===== src/rtl/anc_pkg.sv =====
package anc_pkg;

  localparam int unsigned SH_W = 8;

  // one repair: ok marks a usable entry, sub selects subtraction of 2^sh
  typedef struct packed {
    logic            ok;
    logic            sub;
    logic [SH_W-1:0] sh;
  } fix_t;

  typedef enum logic [1:0] {
    ST_CLEAN = 2'd0,
    ST_FIXED = 2'd1,
    ST_UNCOR = 2'd2,
    ST_RAW   = 2'd3
  } stat_e;

endpackage


===== src/rtl/anc_encode.sv =====
module anc_encode #(
  parameter int unsigned DATA_W = 12,
  parameter int unsigned A      = 233,
  parameter int unsigned CW_W   = 24
) (
  input  logic [DATA_W-1:0] data,
  output logic [CW_W-1:0]   code
);

  assign code = CW_W'(data) * CW_W'(A);

endmodule


===== src/rtl/anc_residue_lut.sv =====
module anc_residue_lut
  import anc_pkg::*;
#(
  parameter int unsigned A    = 233,
  parameter int unsigned CW_W = 24,
  localparam int unsigned RES_W = $clog2(A)
) (
  input  logic [CW_W-1:0] code,
  input  logic            protect,
  output stat_e           stat,
  output fix_t            fix
);

  // Elaboration-time entry: low-read cells (word lost 2^i) win over high reads.
  function automatic fix_t build_entry(input int unsigned r);
    fix_t        e;
    int unsigned p;
    e = '0;
    if (r != 0) begin
      p = 1 % A;
      for (int i = 0; i < int'(CW_W); i++) begin
        if (!e.ok && ((A - p) % A) == r) begin
          e.ok  = 1'b1;
          e.sub = 1'b0;
          e.sh  = SH_W'(i);
        end
        p = (p * 2) % A;
      end
      p = 1 % A;
      for (int i = 0; i < int'(CW_W); i++) begin
        if (!e.ok && p == r) begin
          e.ok  = 1'b1;
          e.sub = 1'b1;
          e.sh  = SH_W'(i);
        end
        p = (p * 2) % A;
      end
    end
    return e;
  endfunction

  fix_t             table_q [A];
  logic [RES_W-1:0] res;
  fix_t             ent;

  for (genvar r = 0; r < int'(A); r++) begin : g_tab
    localparam fix_t ENT = build_entry(r);
    assign table_q[r] = ENT;
  end

  assign res = RES_W'(code % CW_W'(A));
  assign ent = table_q[res];

  always_comb begin
    if (!protect)           stat = ST_RAW;
    else if (res == '0)     stat = ST_CLEAN;
    else if (ent.ok)        stat = ST_FIXED;
    else                    stat = ST_UNCOR;
  end

  assign fix = ent;

endmodule


===== src/rtl/anc_fix_divide.sv =====
module anc_fix_divide
  import anc_pkg::*;
#(
  parameter int unsigned A    = 233,
  parameter int unsigned CW_W = 24,
  parameter int unsigned Q_W  = 17
) (
  input  logic [CW_W-1:0] code,
  input  stat_e           stat,
  input  fix_t            fix,
  output logic [Q_W-1:0]  q,
  output logic            det,
  output logic            fixed,
  output logic            uncor
);

  logic [CW_W-1:0] delta;
  logic [CW_W-1:0] repaired;
  logic [CW_W-1:0] src;

  assign delta    = CW_W'(1) << fix.sh;
  assign repaired = fix.sub ? (code - delta) : (code + delta);
  assign src      = (stat == ST_FIXED) ? repaired : code;

  always_comb begin
    if (stat == ST_RAW) q = Q_W'(code);
    else                q = Q_W'(src / CW_W'(A));
  end

  assign fixed = (stat == ST_FIXED);
  assign uncor = (stat == ST_UNCOR);
  assign det   = fixed | uncor;

endmodule


===== src/rtl/anc_corrector.sv =====
module anc_corrector
  import anc_pkg::*;
#(
  parameter int unsigned DATA_W = 12,
  parameter int unsigned A      = 233,
  parameter int unsigned HEAD_W = 4,
  localparam int unsigned RES_W = $clog2(A),
  localparam int unsigned CW_W  = DATA_W + RES_W + HEAD_W,
  localparam int unsigned Q_W   = CW_W - RES_W + 1
) (
  input  logic              clk,
  input  logic              rst_n,
  input  logic              in_valid,
  input  logic              in_protect,
  input  logic [CW_W-1:0]   in_code,
  output logic              out_valid,
  output logic [Q_W-1:0]    out_data,
  output logic              out_err_det,
  output logic              out_err_fix,
  output logic              out_err_unc,
  input  logic [DATA_W-1:0] enc_data,
  output logic [CW_W-1:0]   enc_code
);

  // reset: asynchronous assert, synchronous release
  logic [1:0] rst_pipe;
  logic       rst_sync_n;

  always_ff @(posedge clk or negedge rst_n) begin
    if (!rst_n) rst_pipe <= 2'b00;
    else        rst_pipe <= {rst_pipe[0], 1'b1};
  end
  assign rst_sync_n = rst_pipe[1];

  anc_encode #(.DATA_W(DATA_W), .A(A), .CW_W(CW_W)) u_enc (
    .data (enc_data),
    .code (enc_code)
  );

  // stage 1: remainder and table lookup
  stat_e lk_stat;
  fix_t  lk_fix;

  anc_residue_lut #(.A(A), .CW_W(CW_W)) u_lut (
    .code    (in_code),
    .protect (in_protect),
    .stat    (lk_stat),
    .fix     (lk_fix)
  );

  logic            s1_vld, s1_vld_d, s1_ld;
  logic [CW_W-1:0] s1_code;
  stat_e           s1_stat;
  fix_t            s1_fix;

  always_comb begin
    s1_vld_d = in_valid;
    s1_ld    = in_valid;
  end

  always_ff @(posedge clk or negedge rst_sync_n) begin
    if (!rst_sync_n) begin
      s1_vld  <= 1'b0;
      s1_code <= '0;
      s1_stat <= ST_CLEAN;
      s1_fix  <= '0;
    end else begin
      s1_vld <= s1_vld_d;
      if (s1_ld) begin
        s1_code <= in_code;
        s1_stat <= lk_stat;
        s1_fix  <= lk_fix;
      end
    end
  end

  // stage 2: repair and exact division
  logic [Q_W-1:0] dv_q;
  logic           dv_det, dv_fix, dv_unc;

  anc_fix_divide #(.A(A), .CW_W(CW_W), .Q_W(Q_W)) u_div (
    .code  (s1_code),
    .stat  (s1_stat),
    .fix   (s1_fix),
    .q     (dv_q),
    .det   (dv_det),
    .fixed (dv_fix),
    .uncor (dv_unc)
  );

  logic out_ld, out_valid_d;

  always_comb begin
    out_valid_d = s1_vld;
    out_ld      = s1_vld;
  end

  always_ff @(posedge clk or negedge rst_sync_n) begin
    if (!rst_sync_n) begin
      out_valid   <= 1'b0;
      out_data    <= '0;
      out_err_det <= 1'b0;
      out_err_fix <= 1'b0;
      out_err_unc <= 1'b0;
    end else begin
      out_valid <= out_valid_d;
      if (out_ld) begin
        out_data    <= dv_q;
        out_err_det <= dv_det;
        out_err_fix <= dv_fix;
        out_err_unc <= dv_unc;
      end
    end
  end

endmodule


===== config.mk =====
export PLATFORM = sky130hd
export DESIGN_NAME = anc_corrector
export DESIGN_NICKNAME = d
export VERILOG_FILES = /design/src/rtl/anc_pkg.sv /design/src/rtl/anc_encode.sv /design/src/rtl/anc_residue_lut.sv /design/src/rtl/anc_fix_divide.sv /design/src/rtl/anc_corrector.sv
export SDC_FILE = /design/constraint.sdc
export NUM_CORES = 1
export LEC_CHECK = 0
export BUFFER_PORTS_ARGS = -buffer_cell sky130_fd_sc_hd__buf_2
export CAP_MARGIN = 20
export CORE_MARGIN = 2
export CORE_UTILIZATION = 40
export CTS_CLUSTER_SIZE = 16
export DETAILED_ROUTE_END_ITERATION = 10
export MAX_ROUTING_LAYER = met4
export SYNTH_ARGS = -nofsm -noshare
export SYNTH_HDL_FRONTEND = slang
export SYNTH_HIERARCHICAL = 1
export SYNTH_SLANG_ARGS = --single-unit

===== constraint.sdc =====
create_clock -name clk -period 13.17 [get_ports clk]
set_clock_uncertainty 0.2 [all_clocks]
set_input_delay 2.634 -clock clk [delete_from_list [all_inputs] [get_ports clk]]
set_output_delay 2.634 -clock clk [all_outputs]
set_load 0.01 [all_outputs]

-- Word level (Yosys, flattened, before mapping)
Memory sizes are Yosys's and may differ from the RTL's.
Index checks and enable logic that the tools add are counted.
- register bits: 59
- bits in read-only memories: 2560
- input bits: 40
- output and inout bits: 45
- logic and storage cells: 33
- memories kept: 1
- $add $sub $neg: 2
- multipliers: 1
- divide/modulo/power cells: 2
- order comparisons: 1
- eq/ne operators: 3
- shift operators: 1
- mux-type cells: 8
- bitwise gates (word level): 2
- reductions and logical operators: 1
- memories (name ; depth ; width ; read ports ; clocked after memory_dff ; wr ports ; line ; RTL):
    (no name shown) ; 256 ; 10 ; 1 ; 0 ; 0 ; anc_residue_lut.sv:52 ; assign ent = table_q[res];
- operators with widths (operator ; number):
    $mux 24 ; 2
    $add 24x24->24 ; 1
    $div 24x8->24 const B ; 1
    $mod 24x8->24 const B ; 1
    $shl 1x8->24 const A ; 1
    $sub 24x24->24 ; 1
    $mul 12x8->20 const B ; 1
    $mux 10 ; 2
    $mux 17 ; 1
    $ge 9x9->1 const B ; 1
    $not 8->9 ; 1
    $logic_not 8->1 ; 1
    $mux 2 ; 3
    $eq 2x2->1 const B ; 2
    $eq 2x1->1 const B ; 1
    $or 1x1->1 ; 1

-- Logic depth before layout (Yosys ltp)
Gate-level depths: netlist of run 1.
- depth in word-level cells: 8
- depth in mapped cells: 78
- gate-level depth less buffers: 65

-- Modules after synthesis
The synthesis of run 1 kept the hierarchy.
- modules (own cells, without submodules) (module ; instances ; cells an instance ; area an instance (µm²)):
    anc_fix_divide ; 1 ; 1227 ; 8752.1
    anc_residue_lut ; 1 ; 1224 ; 8111.5
    anc_corrector ; 1 ; 123 ; 2329.7
    anc_encode ; 1 ; 207 ; 1845.5

-- Least setup slack after synthesis of run 1
No wires, ideal clock.
- path type: input -> register
- start point: in in_code[16]
- end point: reg s1_stat[0]
- arrival: 18.345 ns
- data required time: 12.845 ns
- path slack: -5.500 ns
- stages: 71
- buffers on the path: 9
- path through: buf_2 nand4b_2 or4_4 a211oi_2 a221o_1 buf_4 o32ai_4 or3_1 buf_2 a31oi_2 and4_1 buf_4 o32a_1 o221ai_1 or3_1 or4_4 a31oi_4 a31oi_4 [35 not listed] ha_1 inv_1 a211oi_1 o21a_1 o21a_1 buf_6 mux2i_1 inv_1 ha_1 nor2_1 o21ai_0 o211ai_1 o2bb2ai_1 a2111oi_0 nor3_1 o32ai_2 o21ai_1 mux2_4
- longest elaborated chain between the ends: 8
- RTL lines (element ; line ; RTL):
    start, declared ; anc_corrector.sv:15 ; input logic [CW_W-1:0] in_code,
    $mod 24x8->24 * ; anc_residue_lut.sv:51 ; assign res = RES_W'(code % CW_W'(A));
    $not 8->9 (implied by the code) ; anc_residue_lut.sv:52 ;
    $mem_v2 256x10 ; n/a ;
    $mux 10 (implied by the code) (2 in a row) ; anc_residue_lut.sv:52 ;
    $mux 2 ; anc_residue_lut.sv:57 ; else if (ent.ok) stat = ST_FIXED;
    $mux 2 * ; anc_residue_lut.sv:56 ; else if (res == '0) stat = ST_CLEAN;
    $mux 2 * ; anc_residue_lut.sv:55 ; if (!protect) stat = ST_RAW;
    via lk_stat[0] ; anc_corrector.sv:41 ; stat_e lk_stat;
    end signal, assigned ; anc_corrector.sv:71 ; s1_stat <= lk_stat;
    end, declared ; anc_corrector.sv:53 ; stat_e s1_stat;
Mark *: on every way through the listed nets, which the timed path passes. The rest lies on a longest branch. The select of a mux whose other input is x is not followed.
A chain may end at the register's enable or synchronous reset.

-- Worst setup path in the final report of run 1
- start point: in in_code[20]
- end point: reg s1_stat[0]
Same word-level chain as after synthesis.

==> impl_metrics.tcl, run 1 <==
set metrics [dict create \
    status "finished with violations" \
    violations "negative setup slack" \
    r2r_slack_ns -3.47 \
    ys_warn_count 6 \
    grt_overflow_total 0 \
    clockBufferDepth 2 \
    fin_nets 4132 \
    wire_per_inst_um 18.0 \
    cp-start-kind "input port" \
    critical_path_class "input port to flip-flop" \
    clkLatencyLatePin_ns 0.36 \
    crit_path_max_incr_delay_ns 0.54 \
    cts_made_buffers 9 \
    synth_cells 2779 \
    via_count 27367 \
    grt_use_total_pct 29.8 \
    rr_endpoint "out_data[0]" \
    report.final.slew_viol_count 0 \
    cts.sink_count 59 \
    tightest_slew_ns 1.09 \
    root_buffer "clkbuf_16" \
    ant_nets 0 \
    path_depth 71 \
    r2r_cells 78 \
    gp_congestion 1.00 \
    clkTransAtPathRegs_ns 0.06 \
    finalCriticalPeriod_ns 17.33 \
    timing.rr.start "s1_fix[6]" \
    worstSetupEndpointType "flip-flop" \
    min_from "rst_pipe[0]" \
    grt_pass1_vias 26876 \
    num_rows 83 \
    syn_area_per_cell_um2 7.56 \
    drtIter0Drc 1713 \
    grt_setup_unrepaired "yes" \
    crit_start "in_code[20]" \
    netlist_area_mm2 0.0210 \
    cp_num_buf_inv 13 \
    pre_cts_slack_ns -4.88 \
    wirelength_um 83900 \
    period_share_pct 132 \
    setup_viol 13 \
    dr.pass1.iters 6 \
    hold_viol 0 \
    worst_ep_arrival_time_ns 17.37 \
    drive_gt1_share_pct 50.3 \
    start_util_pct 40.7 \
    tritoncts "built" \
    h-tree-depth 3 \
    die-height_um 233 \
    fin_ws_ns -4.16 \
    postCtsHoldBufs 0 \
    dpl.hpwl_um 64300 \
    critPathTopFamily "compound AO/OA/AOI/OAI gates" \
    hold_depth 0 \
    max-cap-violations 0 \
    critPathSlowestCell "or4_4" \
    place_area_mm2 0.0303 \
    grt_max_degree 58 \
    area_growth_syn_to_layout_pct 64.5 \
    core_area_mm2 0.0516 \
    worstPathMaxFanout 7 \
    slew_headroom_pct 27.4 \
    fmax_ghz 0.0577 \
    fillers 4215 \
    die_area_mm2 0.0544 \
    critPathRequiredTime_ns 13.21 \
    hold_class "flip-flop to flip-flop" \
    cpMostUsedCell "buf_6" \
    fin_area_mm2 0.0345 \
    die_x_um 233 \
    io_pins 85 \
    antenna_found_initial 1 \
    grt_pass1_wl_um 133000 \
    portBuffers 80 \
    post-route-drc-count 0 \
    via_per_inst 5.87 \
    hold-path-endpoint "rst_pipe[1]" \
]
metrics by stage:
| step | instances | utilization (%) | TNS [ns] | hold WS [ns] |
|---|---|---|---|---|
| 3_5_place_dp | 4474 | 58.7 | -51.06 | 0.146 |
| 2_1_floorplan | 2784 | - | -42.48 | 0.131 |
| 5_1_grt | 4662 | 66.9 | -49.80 | 0.168 |
| 3_3_place_gp | 4474 | 58.7 | -47.02 | 0.135 |
| 6_report | 4663 | 66.9 | -42.52 | 0.154 |
| 4_1_cts | 4581 | 63.3 | -38.86 | 0.157 |
registers in the layout (all words and copies together), names as in the netlist:
name,flops
s1_stat,2
out_data,17
s1_fix,9
rst_pipe,2
s1_code,24
out_err_unc,1
out_ld,1
out_err_fix,1
out_valid,1
out_err_det,1
area by class of cell:
type / instances / area [um2] / share of cell area (%)
multi-input combinational: 2469 / 21300 / 61.6
timing repair buffer: 1325 / 10200 / 29.5
sequential: 59 / 1480 / 4.28
tap: 680 / 851 / 2.46
inverter: 113 / 437 / 1.26
clock buffer: 11 / 253 / 0.732
clock inverter: 5 / 61.3 / 0.177
antenna: 1 / 2.50 / 0.00724
cell usage in the layout (no fill, tap or decap), types with 28 or more instances in the layout:
cell type / count
a21oi_1: 140
o21a_1: 41
nor2_1: 194
mux2_2: 48
and2_1: 32
buf_2: 72
buf_6: 81
mux2_4: 40
nand2_1: 214
o21ai_1: 50
nand3_1: 75
and3_1: 36
buf_4: 1161
a21oi_2: 28
ha_1: 75
mux2i_1: 41
inv_1: 102
a211oi_1: 32
nand4_1: 35
o21ai_0: 123
xnor2_1: 73
dfrtp_1: 58
nor3_1: 60
o211ai_1: 53
how the worst max path moves through the flow:
stage	endpoint	slack (ns)
2_1_floorplan	s1_stat[0]	-4.54
3_3_place_gp	s1_stat[0]	-4.53
3_5_place_dp	s1_stat[0]	-4.88
4_1_cts	s1_fix[2]	-3.78
5_1_grt	s1_stat[0]	-4.72
6_report	s1_stat[0]	-4.16
worst reg2reg max path, delay by kind of cell (launching register included):
family	cells	cell delay, ns
flip-flops	1	0.39
AND/OR/NAND/NOR	16	3.41
AO/OA/AOI/OAI	41	9.03
buffers and inverters	14	2.09
adder cells (fa/ha/maj)	4	0.89
multiplexers	1	0.19
XOR/XNOR	2	0.36
layer usage:
layer | up-vias | GRT usage (%) | wire (um)
li1 | 13218 | - | -
met1 | 13303 | 37.4 | 36900
met2 | 692 | 51.9 | 42100
met3 | 154 | 1.42 | 2970
met4 | 0 | 8.16 | 1920
met5 | - | - | 0
repair_timing:
item,CTS,global route
setup endpoints to repair,13,14
cloned,0,0
resized for setup,282,247
buffers inserted,94,83
pin swaps,140,156
Power of run 1 is not shown: default switching activity piles up to over one toggle a cycle in this logic, so the estimate is an artifact.
==> inputs of run 2 (changes only) <==
- CORE_UTILIZATION: 40 -> 55
- GPL_ROUTABILITY_DRIVEN: not set -> 0
- PLACE_DENSITY: not set -> 0.72
==> run 2 against run 1 <==
Effect of this change:
- the flow now stops in global routing
- synthesized cell count unchanged
- area after synthesis unchanged
==> impl_metrics.tcl, run 2 <==
set metrics [dict create \
    status "stopped before the end" \
    lastStage "global routing" \
    error_line "[ERROR GRT-0232] Routing congestion too high. Check the congestion heatmap in the GUI." \
    h-tree-depth 3 \
    num_rows 71 \
    start_util_pct 55.8 \
    die-height_um 199 \
    worst-ep-kind "register data pin" \
    netlist_area_mm2 0.0210 \
    dpl.hpwl_um 63400 \
    syn_area_per_cell_um2 7.56 \
    grt-worst-endpoint "s1_fix[2]$_DFFE_PN0P_/D" \
    place_area_mm2 0.0299 \
    clockBufferDepth 2 \
    die_x_um 199 \
    cts_made_buffers 9 \
    synth_cells 2779 \
    ys_warn_count 6 \
    io_pins 85 \
    grt_use_total_pct 80.8 \
    grt_overflow_total 105 \
    grt_max_degree 43 \
    root_buffer "clkbuf_16" \
    portBuffers 80 \
]
run 2: repair_timing:
| action | in CTS |
|---|---|
| setup buffers | 87 |
| hold buffers | 1 |
| cloned | 2 |
| endpoints found under the hold margin | 15 |
| resized for setup | 258 |
| endpoints found under the setup margin | 13 |
| pin swaps | 138 |
run 2: through the flow:
| step | setup slack (ns) | setup TNS, ns | std cells | util (%) |
|---|---|---|---|---|
| after CTS | -3.85 | -38.31 | 4385 | 85.2 |
| after detailed placement | -4.88 | -50.20 | 4281 | 79.4 |
| after global placement | -4.10 | -42.03 | 4281 | 79.4 |
| after floorplan | -4.54 | -42.48 | 2784 | - |
run 2: layer usage:
layer / global-route usage [%] / overflow
met4: 75.7 / 38
met1: 79.0 / 3
met2: 92.7 / 62
met5: - / -
met3: 71.3 / 2
==> inputs of run 3 (changes only) <==
- CORE_UTILIZATION: 55 -> 40
- CTS_CLUSTER_SIZE: 16 -> not set
- MAX_ROUTING_LAYER: met4 -> not set
- PLACE_DENSITY: 0.72 -> not set
- PLACE_DENSITY_LB_ADDON: not set -> 0.15
==> run 3 against run 2 <==
Effect of this change:
- the flow now finishes, with violations (negative setup slack)
==> impl_metrics.tcl, run 3 (synthesis results as in run 1) <==
set metrics [dict create \
    status "finished with violations" \
    violations "negative setup slack" \
    drive_gt1_share_pct 48.0 \
    slew_headroom_pct 54.8 \
    period_share_pct 132 \
    grt_pass1_wl_um 131000 \
    hold_class "flip-flop to async pin" \
    antenna_found_initial 1 \
    root_buffer "clkbuf_16" \
    fmax_ghz 0.0577 \
    fin_ws_ns -4.17 \
    die_x_um 233 \
    via_per_inst 5.96 \
    grt_pass1_vias 26840 \
    pre_cts_slack_ns -4.77 \
    die_area_mm2 0.0544 \
    insertedDiodeCount 0 \
    via_count 27388 \
    io_pins 85 \
    finalCriticalPeriod_ns 17.34 \
    grt_max_degree 43 \
    clockBufferDepth 2 \
    max-cap-violations 0 \
    die-height_um 233 \
    fin_nets 4069 \
    hold_viol 0 \
    crit_path_max_incr_delay_ns 0.56 \
    cts_made_buffers 9 \
    cp-start-kind "input port" \
    setup_viol 13 \
    grt_setup_unrepaired "yes" \
    area_growth_syn_to_layout_pct 59.9 \
    report.final.slew_viol_count 0 \
    critPathRequiredTime_ns 13.20 \
    core_area_mm2 0.0516 \
    worstSetupEndpointType "flip-flop" \
    clkTransAtPathRegs_ns 0.07 \
    wire_per_inst_um 17.7 \
    worst_ep_arrival_time_ns 17.37 \
    regMostFlops "s1_code" \
    clkLatencyLatePin_ns 0.36 \
    num_rows 83 \
    critical_path_class "input port to flip-flop" \
    final_cell_mix "1112 x buf_4, 222 x nand2_1, 200 x nor2_1" \
    cts.sink_count 59 \
    tightest_slew_ns 0.679 \
    reg_top3 "s1_code: 24 flops, out_data: 17 flops, s1_fix: 9 flops" \
    dpl.hpwl_um 62700 \
    tritoncts "built" \
    grt_use_total_pct 28.4 \
    h-tree-depth 3 \
    drtIter0Drc 2108 \
    wirelength_um 81600 \
    cpMostUsedCell "buf_4" \
    postCtsHoldBufs 0 \
    dr.pass1.iters 6 \
    grt_overflow_total 0 \
    start_util_pct 40.7 \
    portBuffers 80 \
    fillers 4277 \
    post-route-drc-count 0 \
    final_common_cell "buf_4" \
    worstPathMaxFanout 7 \
    largest_reg_flops 24 \
    ant_nets 0 \
    critPathSlowestCell "or4_4" \
]
[run 3: routing by layer]
metal / up-vias / global-route usage, % / part of all wire (%)
met2: 959 / 50.6 / 49
met1: 13129 / 36.5 / 43
met5: - / 0 / 0.015
met4: 2 / 8.38 / 2.8
met3: 205 / 2.25 / 5.2
li1: 13093 / - / -
[run 3: layout make-up]
| class | count | area (um2) | share of cell area, % |
|---|---|---|---|
| multi-input combinational | 2469 | 20800 | 62.1 |
| clock buffer | 14 | 264 | 0.786 |
| clock inverter | 2 | 35.0 | 0.104 |
| tap | 680 | 851 | 2.53 |
| inverter | 113 | 434 | 1.29 |
| sequential | 59 | 1480 | 4.40 |
| timing repair buffer | 1262 | 9680 | 28.8 |
[run 3: timing repair]
item | CTS | global route
cloned | 0 | 1
pin swaps | 146 | 70
endpoints found under the setup margin | 14 | 14
gates resized for setup | 281 | 132
buffers inserted | 95 | 31
[run 3: worst paths after layout]
| path | start | end | slack [ns] | cells after the start |
|---|---|---|---|---|
| worst max-delay path | in_code[20] | s1_stat[0] | -4.17 | 72 |
| worst min-delay path | rst_pipe[1] | out_data[15] | 0.006 | 0 |
| worst max register to register | s1_fix[5] | out_data[0] | -3.50 | 74 |
| worst min register to register | rst_pipe[1] | out_data[15] | 0.006 | 0 |
| max in group asynchronous | rst_n | rst_pipe[1] | 10.80 | 1 |
| min in group clk | rst_pipe[0] | rst_pipe[1] | 0.15 | 0 |
[run 3: stage by stage]
step                cell area, um2  setup TNS, ns  util [%]  std cells  hold slack [ns]
finish                       33600         -43.11      65.1       4599          0.00552
global route                 33600         -50.35      65.1       4599           0.0395
CTS                          32600         -38.22      63.2       4565           0.0228
detailed placement           30200         -50.67      58.5       4454           0.0349
global placement             30200         -45.25      58.5       4454           0.0315
floorplan                    21900         -42.48         -       2784            0.131
[run 3: worst max-delay path, delay by kind of cell]
family                   cells  cell delay, ns
AO/OA/AOI/OAI               33            7.23
AND/OR/NAND/NOR             16            3.79
buffers and inverters       14            1.83
adder cells (fa/ha/maj)      4            0.98
XOR/XNOR                     3            0.48
multiplexers                 2            0.40
Power of run 3 is left out for the same reason.
